<file path="config.mk">
export PLATFORM = sky130hd
export DESIGN_NAME = iows_seq
export DESIGN_NICKNAME = d
export VERILOG_FILES = /design/src/rtl/iows_pkg.sv /design/src/rtl/iows_plan.sv /design/src/rtl/iows_timer.sv /design/src/rtl/iows_seq.sv
export SDC_FILE = /design/constraint.sdc
export NUM_CORES = 1
export LEC_CHECK = 0
export CAP_MARGIN = 5
export CORE_MARGIN = 4
export CORE_UTILIZATION = 30
export CTS_CLUSTER_DIAMETER = 100
export DETAILED_ROUTE_END_ITERATION = 10
export MAX_ROUTING_LAYER = met4
export PLACE_DENSITY = 0.6
export SLEW_MARGIN = 25
export SYNTH_ARGS = -nofsm -noshare
export SYNTH_HDL_FRONTEND = slang
export SYNTH_HIERARCHICAL = 1
export SYNTH_SLANG_ARGS = --single-unit
</file>
<file path="constraint.sdc">
create_clock -name clk -period 3.98 [get_ports clk]
set_input_delay 0.796 -clock clk [delete_from_list [all_inputs] [get_ports clk]]
set_output_delay 0.796 -clock clk [all_outputs]
set_load 0.01 [all_outputs]
</file>
<file path="src/rtl/iows_pkg.sv">
package iows_pkg;

    typedef enum logic {
        ST_IDLE = 1'b0,
        ST_BUS  = 1'b1
    } seq_state_e;

    typedef struct packed {
        logic        wr;
        logic        byte_c;
        logic [1:0]  off;
        logic        hi_lane;
        logic [15:0] wdata;
    } bus_step_t;

    function automatic bus_step_t mk_step(input logic wr, input logic byte_c,
                                          input logic [1:0] off, input logic hi,
                                          input logic [15:0] d);
        bus_step_t s;
        s.wr      = wr;
        s.byte_c  = byte_c;
        s.off     = off;
        s.hi_lane = hi;
        s.wdata   = d;
        return s;
    endfunction

    // Reads span two words when length plus the odd-byte bit exceeds a word.
    function automatic logic read_spans_two(input logic [1:0] len, input logic a0);
        return ({1'b0, len} + {2'b00, a0}) > 3'd2;
    endfunction

endpackage

</file>
<file path="src/rtl/iows_plan.sv">
module iows_plan
    import iows_pkg::*;
(
    input  logic        wr,
    input  logic [1:0]  len,
    input  logic [1:0]  a_lo,
    input  logic [23:0] wdata,
    output bus_step_t   step0,
    output bus_step_t   step1,
    output logic        two
);
    always_comb begin
        step0 = mk_step(1'b0, 1'b0, 2'd0, 1'b0, 16'h0000);
        step1 = step0;
        two   = 1'b0;
        if (!wr) begin
            two   = read_spans_two(len, a_lo[0]);
            step0 = mk_step(1'b0, 1'b0, 2'd0, !two && a_lo[1], 16'h0000);
            step1 = mk_step(1'b0, 1'b0, 2'd2, 1'b1, 16'h0000);
        end else begin
            case (len)
                2'd1: step0 = mk_step(1'b1, 1'b1, 2'd0, 1'b0, {8'h00, wdata[7:0]});
                2'd2: begin
                    if (a_lo[0]) begin
                        two   = 1'b1;
                        step0 = mk_step(1'b1, 1'b1, 2'd0, 1'b0, {8'h00, wdata[7:0]});
                        step1 = mk_step(1'b1, 1'b1, 2'd1, 1'b0, {8'h00, wdata[15:8]});
                    end else begin
                        step0 = mk_step(1'b1, 1'b0, 2'd0, 1'b0, wdata[15:0]);
                    end
                end
                2'd3: begin
                    two = 1'b1;
                    if (a_lo[0]) begin
                        step0 = mk_step(1'b1, 1'b1, 2'd0, 1'b0, {8'h00, wdata[7:0]});
                        step1 = mk_step(1'b1, 1'b0, 2'd1, 1'b0, wdata[23:8]);
                    end else begin
                        step0 = mk_step(1'b1, 1'b0, 2'd0, 1'b0, wdata[15:0]);
                        step1 = mk_step(1'b1, 1'b1, 2'd2, 1'b0, {8'h00, wdata[23:16]});
                    end
                end
                default: ;
            endcase
        end
    end
endmodule

</file>
<file path="src/rtl/iows_timer.sv">
module iows_timer #(
    parameter int LIMIT = 64
) (
    input  logic clk,
    input  logic rst,
    input  logic run,
    input  logic clr,
    output logic expire
);
    localparam int CW = $clog2(LIMIT + 1);
    logic [CW-1:0] cnt;

    always_ff @(posedge clk) begin
        if (rst || clr)
            cnt <= '0;
        else if (run)
            cnt <= cnt + 1'b1;
    end

    assign expire = run && (cnt == CW'(LIMIT - 1));
endmodule

</file>
<file path="src/rtl/iows_seq.sv">
module iows_seq
    import iows_pkg::*;
#(
    parameter int ADDR_W      = 22,
    parameter int TIMEOUT_CYC = 64
) (
    input  logic              clk,
    input  logic              rst,
    input  logic              req_valid,
    input  logic              req_write,
    input  logic [1:0]        req_len,
    input  logic [ADDR_W-1:0] req_addr,
    input  logic [23:0]       req_wdata,
    output logic              busy,
    output logic              done,
    output logic              err,
    output logic [31:0]       rd_data,
    output logic              bus_req,
    output logic              bus_write,
    output logic              bus_byte,
    output logic [ADDR_W-1:0] bus_addr,
    output logic [15:0]       bus_wdata,
    input  logic              bus_ack,
    input  logic [15:0]       bus_rdata
);
    seq_state_e        state;
    logic              idx, two_q, two_n;
    bus_step_t         s0_q, s1_q, s0_n, s1_n, cur;
    logic [ADDR_W-1:0] base_q, raw_addr;
    logic [31:0]       rd_q;
    logic              done_q, err_q;
    logic              accept, ack_ok, last, waiting, expire;

    iows_plan u_plan (
        .wr    (req_write),
        .len   (req_len),
        .a_lo  (req_addr[1:0]),
        .wdata (req_wdata),
        .step0 (s0_n),
        .step1 (s1_n),
        .two   (two_n)
    );

    iows_timer #(.LIMIT(TIMEOUT_CYC)) u_timer (
        .clk    (clk),
        .rst    (rst),
        .run    (waiting),
        .clr    (accept || ack_ok),
        .expire (expire)
    );

    assign accept   = (state == ST_IDLE) && req_valid && (req_len != 2'd0);
    assign cur      = idx ? s1_q : s0_q;
    assign ack_ok   = (state == ST_BUS) && bus_ack;
    assign waiting  = (state == ST_BUS) && !bus_ack;
    assign last     = (idx == two_q);
    assign raw_addr = base_q + ADDR_W'(cur.off);

    assign busy      = (state == ST_BUS);
    assign bus_req   = busy;
    assign bus_write = busy && cur.wr;
    assign bus_byte  = busy && cur.byte_c;
    assign bus_addr  = cur.byte_c ? raw_addr : {raw_addr[ADDR_W-1:1], 1'b0};
    assign bus_wdata = busy ? cur.wdata : 16'h0000;
    assign done      = done_q;
    assign err       = err_q;
    assign rd_data   = rd_q;

    always_ff @(posedge clk) begin
        if (rst) begin
            state  <= ST_IDLE;
            idx    <= 1'b0;
            two_q  <= 1'b0;
            s0_q   <= '0;
            s1_q   <= '0;
            base_q <= '0;
            rd_q   <= '0;
            done_q <= 1'b0;
            err_q  <= 1'b0;
        end else begin
            done_q <= 1'b0;
            err_q  <= 1'b0;
            if (accept) begin
                state  <= ST_BUS;
                idx    <= 1'b0;
                two_q  <= two_n;
                s0_q   <= s0_n;
                s1_q   <= s1_n;
                base_q <= req_addr;
                rd_q   <= '0;
            end else if (ack_ok) begin
                if (!cur.wr) begin
                    if (cur.hi_lane) rd_q[31:16] <= bus_rdata;
                    else             rd_q[15:0]  <= bus_rdata;
                end
                if (last) begin
                    state  <= ST_IDLE;
                    done_q <= 1'b1;
                end else begin
                    idx <= 1'b1;
                end
            end else if (expire) begin
                state  <= ST_IDLE;
                done_q <= 1'b1;
                err_q  <= 1'b1;
            end
        end
    end
endmodule

</file>
# Word-level counts from Yosys, hierarchy flattened
# Index checks and enable logic that the tools add are counted.
[totals]
romBits = 0
reg_bits = 108
input_bits = 69
mem_count = 0
latchBits = 0
word_cells = 74
mem_bits_rw = 0
[op_classes]
n_shift = 0
multipliers = 0
n_reduce_logical = 21
n_eq_ne = 6
bitwise_logic = 4
mux = 20
add_sub_neg = 3
n_lt_le_gt_ge = 1
div = 0
[op_table]
columns = ["operator", "count"]
rows = [
  ["21-bit two-way mux", 4],
  ["21-bit one-hot mux with 2 select lines", 2],
  ["20-bit two-way mux", 2],
  ["22-bit by 2-bit adder with 22-bit output", 1],
  ["16-bit two-way mux", 1],
  ["1-bit two-way mux", 10],
  ["1-bit logical AND", 8],
  ["7-bit by 1-bit adder with 7-bit output (second input constant)", 1],
  ["7-bit by 6-bit == test with 1-bit output (second input constant)", 1],
  ["3-bit AND reduction", 2],
  ["2-bit == test (second input constant)", 2],
  ["1-bit NOT", 4],
  ["2-bit AND reduction", 2],
  ["2-bit OR reduction", 2],
  ["2-bit by 1-bit adder with 3-bit output", 1],
  ["3-bit by 2-bit greater-than comparator with 1-bit output (second input constant)", 1],
  ["3-bit by 2-bit != test with 1-bit output (second input constant)", 1],
  ["3-bit nonzero test", 1],
  ["3-bit OR reduction", 1],
  ["2-bit by 1-bit == test with 1-bit output (second input constant)", 1],
  ["1-bit logical NOT", 2],
  ["1-bit logical OR", 2],
  ["1-bit one-hot mux with 2 select lines", 1],
  ["2-bit nonzero test", 1],
  ["1-bit == test", 1],
]

# Logic depth before layout (Yosys ltp)
# Gate-level depths: netlist of the first run.
[logic_depth]
ltp_word = 6
depth_mapped = 9
ltp_nobuf = 7

# Hierarchy
# Netlist of the first run, hierarchy kept.
[modules_own_cells]
columns = ["mod", "seq_area_each_um2", "area_per_inst_um2", "instances", "cells_per_inst"]
rows = [
  ["iows_seq", 2021.9, 4314.1, 1, 519],
  ["iows_plan", 0.0, 445.4, 1, 64],
  ["iows_timer", 140.1, 310.3, 1, 34],
]

# Worst setup path before layout of the first run
# Ideal clock, no wire load.
[synth_path]
path_kind = "flip-flop to output port"
start = "register idx"
end = "output port bus_addr[21]"
path_buffers = 2
setup_slack_ns = 0.793
t_arrival_ns = 2.391
path_stages_with_launch = 9
path_cell_list = "dfxtp_1 buf_6 buf_2 mux2_2 ha_1 a21oi_1 or3_1 nor4_1 xor2_1"
[synth_via]
elab_chain_len = 2
[synth_rtl]
columns = ["element", "line", "text"]
rows = [
  ["from (decl)", "iows_seq.sv:27", "logic idx, two_q, two_n;"],
  ["from (signal assigned)", "iows_seq.sv:72", "idx <= 1'b0;"],
  ["from (signal assigned)", "iows_seq.sv:85", "idx <= 1'b0;"],
  ["from (signal assigned)", "iows_seq.sv:100", "idx <= 1'b1;"],
  ["21-bit two-way mux", "iows_seq.sv:53", "assign cur = idx ? s1_q : s0_q;"],
  ["22-bit by 2-bit adder with 22-bit output", "iows_seq.sv:57", "assign raw_addr = base_q + ADDR_W'(cur.off);"],
  ["to (decl)", "iows_seq.sv:21", "output logic [ADDR_W-1:0] bus_addr,"],
]
# Every way passes these cells.

# Worst setup path after layout of the first run
# Same ends and word-level chain as after synthesis.

==> key figures, run 1 <==
STA
  – Setup TNS: 0 ns
  – Setup violations, final: 0
  – Slew margin rel.: 48.1%
  – Final Cycle Share: 95.7%
  – Clock skew: 0.0105 ns
  – Endpoints failing hold: 0
  – Fin crit period: 3.81 ns
  – Actual slew at the worst max-slew pin: 0.777 ns
  – Slew Limit Fails: 0
  – RSZ-0062 raised after global routing: false
  – Final hold slack: 0.454 ns
  – Highest Clock Rate: 262 MHz

CTS
  – Cts bufs inserted: 9
  – Post-CTS Setup Inserts: 0
  – CTS tree: built
  – Clk_lat worst skew: 0.35 ns
  – Clk slew on worst S/H paths: 0.07 ns
  – Clock root cell: clkbuf_16
  – Resize count post-CTS: 0
  – Number of hold buffers added after CTS: 0
  – Max Root-Sink Buffers: 2
  – Clk sinks: 108
  – H-tree depth: 3

Worst setup path
  – Crit Path Max Fanout: 4
  – Critical path's slowest cell: clkdlybuf4s50_1
  – CP peak stage delay: 0.55 ns
  – Crit-path cells: mux2_2 -> ha_1 -> a21oi_1 -> or3_1 -> nor4_1 -> xor2_1 -> clkdlybuf4s50_1
  – Crit path capture type: output pin
  – Kind of critical path: reg -> out
  – Buf/Inv on CP: 1
  – Startpoint types: flip-flop
  – Worst EP required: 3.18 ns
  – Critical path data arrival time: 3.01 ns
  – Crit-path leading delay family: simple AND/OR/NAND/NOR gates

Status
  – Status: complete, no violations

Route
  – DR vias/cell: 4.56
  – Antenna-violating nets left: 0
  – Post-DR wirelength/cell: 14.0 um
  – Via count: 4383
  – DR iter-0 viols: 155
  – Pre-antenna DRT Iters: 4
  – Total Routed Length: 13400 um
  – DRC: 0

Place
  – Post-DP Area: 6620 um2
  – Placer Congestion: 0.827
  – Port buffer count: 144
  – Dpl cells: 945
  – Post-DP HPWL: 9220 um

Die
  – Die Y: 138 um
  – Die area: 19000 um2
  – Initial core utilization: 30.6%
  – Std-Cell Rows: 47
  – Core area: 16600 um2
  – Io pins: 145
  – Die Span X: 138 um

Synthesis
  – Mean Syn Cell Area: 8.22 um2
  – Most frequent cell after synthesis: nand2_1
  – Synthesized instance count: 617
  – Area leader, netlist: dfxtp_1
  – Post-synth top cells: nand2_1 (145), dfxtp_1 (108), a21oi_1 (70)
  – Dominant cells by area after synthesis: dfxtp_1 (43%), nand2_1 (11%), mux2i_1 (10%)
  – Post-synthesis sequential area ratio: 42.6%
  – Unique masters post-synth: 49
  – Main flop type after synthesis: dfxtp_1
  – Synthesized area: 5070 um2
  – FFs w/ async S/R, synth: 0%
  – Post-synth EDFFs: 0
  – Post-synth top area share: 42.6%
  – Ys Warns: 6
  – FF+latch count, synth: 108

Run
  – Max Cap Violations: 0

GRT
  – Initial antenna violation count: 0
  – Overall routing resource usage: 14.4%
  – First-pass GRT wire length: 22100 um
  – Largest net degree at the start of global routing: 66
  – Total gr overflow: 0
  – Vias in the first global route: 4261

Layout
  – Fin area: 6920 um2
  – Layout cells sized above 1: 5.80%
  – Fin nets: 812
  – Diode count: 0
  – Fin cells: 961
  – Layout area overhead: 36.6%

Pwr
  – PD cells: 339 nW/um2
  – Static leakage: 2.52 nW
  – VDD IR-drop max: 0.239 mV

Min path
  – Worst min-delay path class: reg -> reg
==> area by class of cell <==
type	instances	area (um2)
fillers	1692	9660
multi-input cells	458	2640
flip-flops and latches	108	2160
repair buffers	151	1510
well taps	220	275
clock buffers	9	225
clock inverters	7	75.1
inverters	8	30.0
==> stage by stage <==
step / setup slack [ns] / utilization, % / power, W
after global routing: 0.0579 / 41.8 / 0.00246
final: 0.170 / 41.8 / 0.00235
after global placement: 0.583 / 39.9 / 0.00147
after CTS: 0.149 / 41.8 / 0.00239
after floorplan: 0.793 / - / 0.00131
after detailed placement: 0.554 / 39.9 / 0.00147
==> registers in the layout, summed over array words and instances, names as in the netlist <==
signal       flops
rd_data         32
base_q          22
s0_q            21
s1_q            21
u_timer/cnt      7
bus_req          1
done             1
err              1
idx              1
two_q            1
==> logic make-up after synthesis <==
group,after synthesis,share of synthesized area [%]
and+or+nand+nor,279,24.6
adders and majority gates,7,1.88
DFF,108,42.6
buffers and inverters,52,5.38
muxes,54,10.7
AOI/OAI and AO/OA,90,10.2
xor gates and xnor gates,26,4.49
other,1,0.0740
==> tightest hold or removal path, stage by stage, from the launching register on <==
cell and delay, ns:
dfxtp_1 0.31, nand2_1 0.05, a21oi_1 0.05
==> power by group <==
group | internal, W | leakage [nW] | switching [W]
clock network | 0.000492 | 0.150 | 0.000417
logic | 0.000153 | 1.50 | 0.000152
registers | 0.00111 | 0.875 | 0.0000250
total | 0.00175 | 2.52 | 0.000594
==> routing by layer <==
metal	vias up	routed length [um]	global-route usage [%]	share of wire (%)
met4	0	260	4.89	1.9
li1	2261	-	-	-
met1	1993	6660	18.9	50
met5	-	0	-	0
met3	18	551	2.87	4.1
met2	111	5950	22.1	44
==> final timing paths <==
path / startpoint / end / slack (ns) / depth (start not counted)
max: idx / bus_addr[21] / 0.17 / 7
min: s1_q[18] / s1_q[18] / 0.45 / 2
max reg2reg: bus_req / bus_req / 1.57 / 7
min reg2reg: s1_q[18] / s1_q[18] / 0.45 / 2
==> cells in the final DEF, fill, tap and decap left out, types with 3 or more instances in the layout <==
cell type / count
nand2_1: 145
clkdlybuf4s50_1: 143
dfxtp_1: 108
a21oi_1: 70
nor2_1: 60
mux2i_1: 52
and2_1: 16
xor2_1: 13
xnor2_1: 13
and3_1: 11
nor2_2: 10
clkbuf_16: 9
inv_1: 8
nand3_1: 8
a22o_1: 8
nor3_1: 6
ha_1: 6
buf_4: 5
nand4_1: 4
o21a_1: 4
nand2b_1: 3
clkinv_4: 3
No activity file was read; power rests on OpenSTA's default activity.
==> run 2, diff against run 1 <==
--- a/config.mk
+++ b/config.mk
@@ -12,7 +12,7 @@
 export DETAILED_ROUTE_END_ITERATION = 10
 export MAX_ROUTING_LAYER = met4
 export PLACE_DENSITY = 0.6
-export SLEW_MARGIN = 25
+export SLEW_MARGIN = 20
 export SYNTH_ARGS = -nofsm -noshare
 export SYNTH_HDL_FRONTEND = slang
 export SYNTH_HIERARCHICAL = 1
==> results of run 2 <==
Same layout as run 1: the final DEF is identical, and so are final timing and power.
==> run 3, diff against run 2 <==
--- a/config.mk
+++ b/config.mk
@@ -8,10 +8,11 @@
 export CAP_MARGIN = 5
 export CORE_MARGIN = 4
 export CORE_UTILIZATION = 30
-export CTS_CLUSTER_DIAMETER = 100
+export CTS_CLUSTER_DIAMETER = 150
 export DETAILED_ROUTE_END_ITERATION = 10
 export MAX_ROUTING_LAYER = met4
 export PLACE_DENSITY = 0.6
+export SKIP_CTS_REPAIR_TIMING = 1
 export SLEW_MARGIN = 20
 export SYNTH_ARGS = -nofsm -noshare
 export SYNTH_HDL_FRONTEND = slang
==> results of run 3 <==
Same layout as run 1: the final DEF is identical, and so are final timing and power.
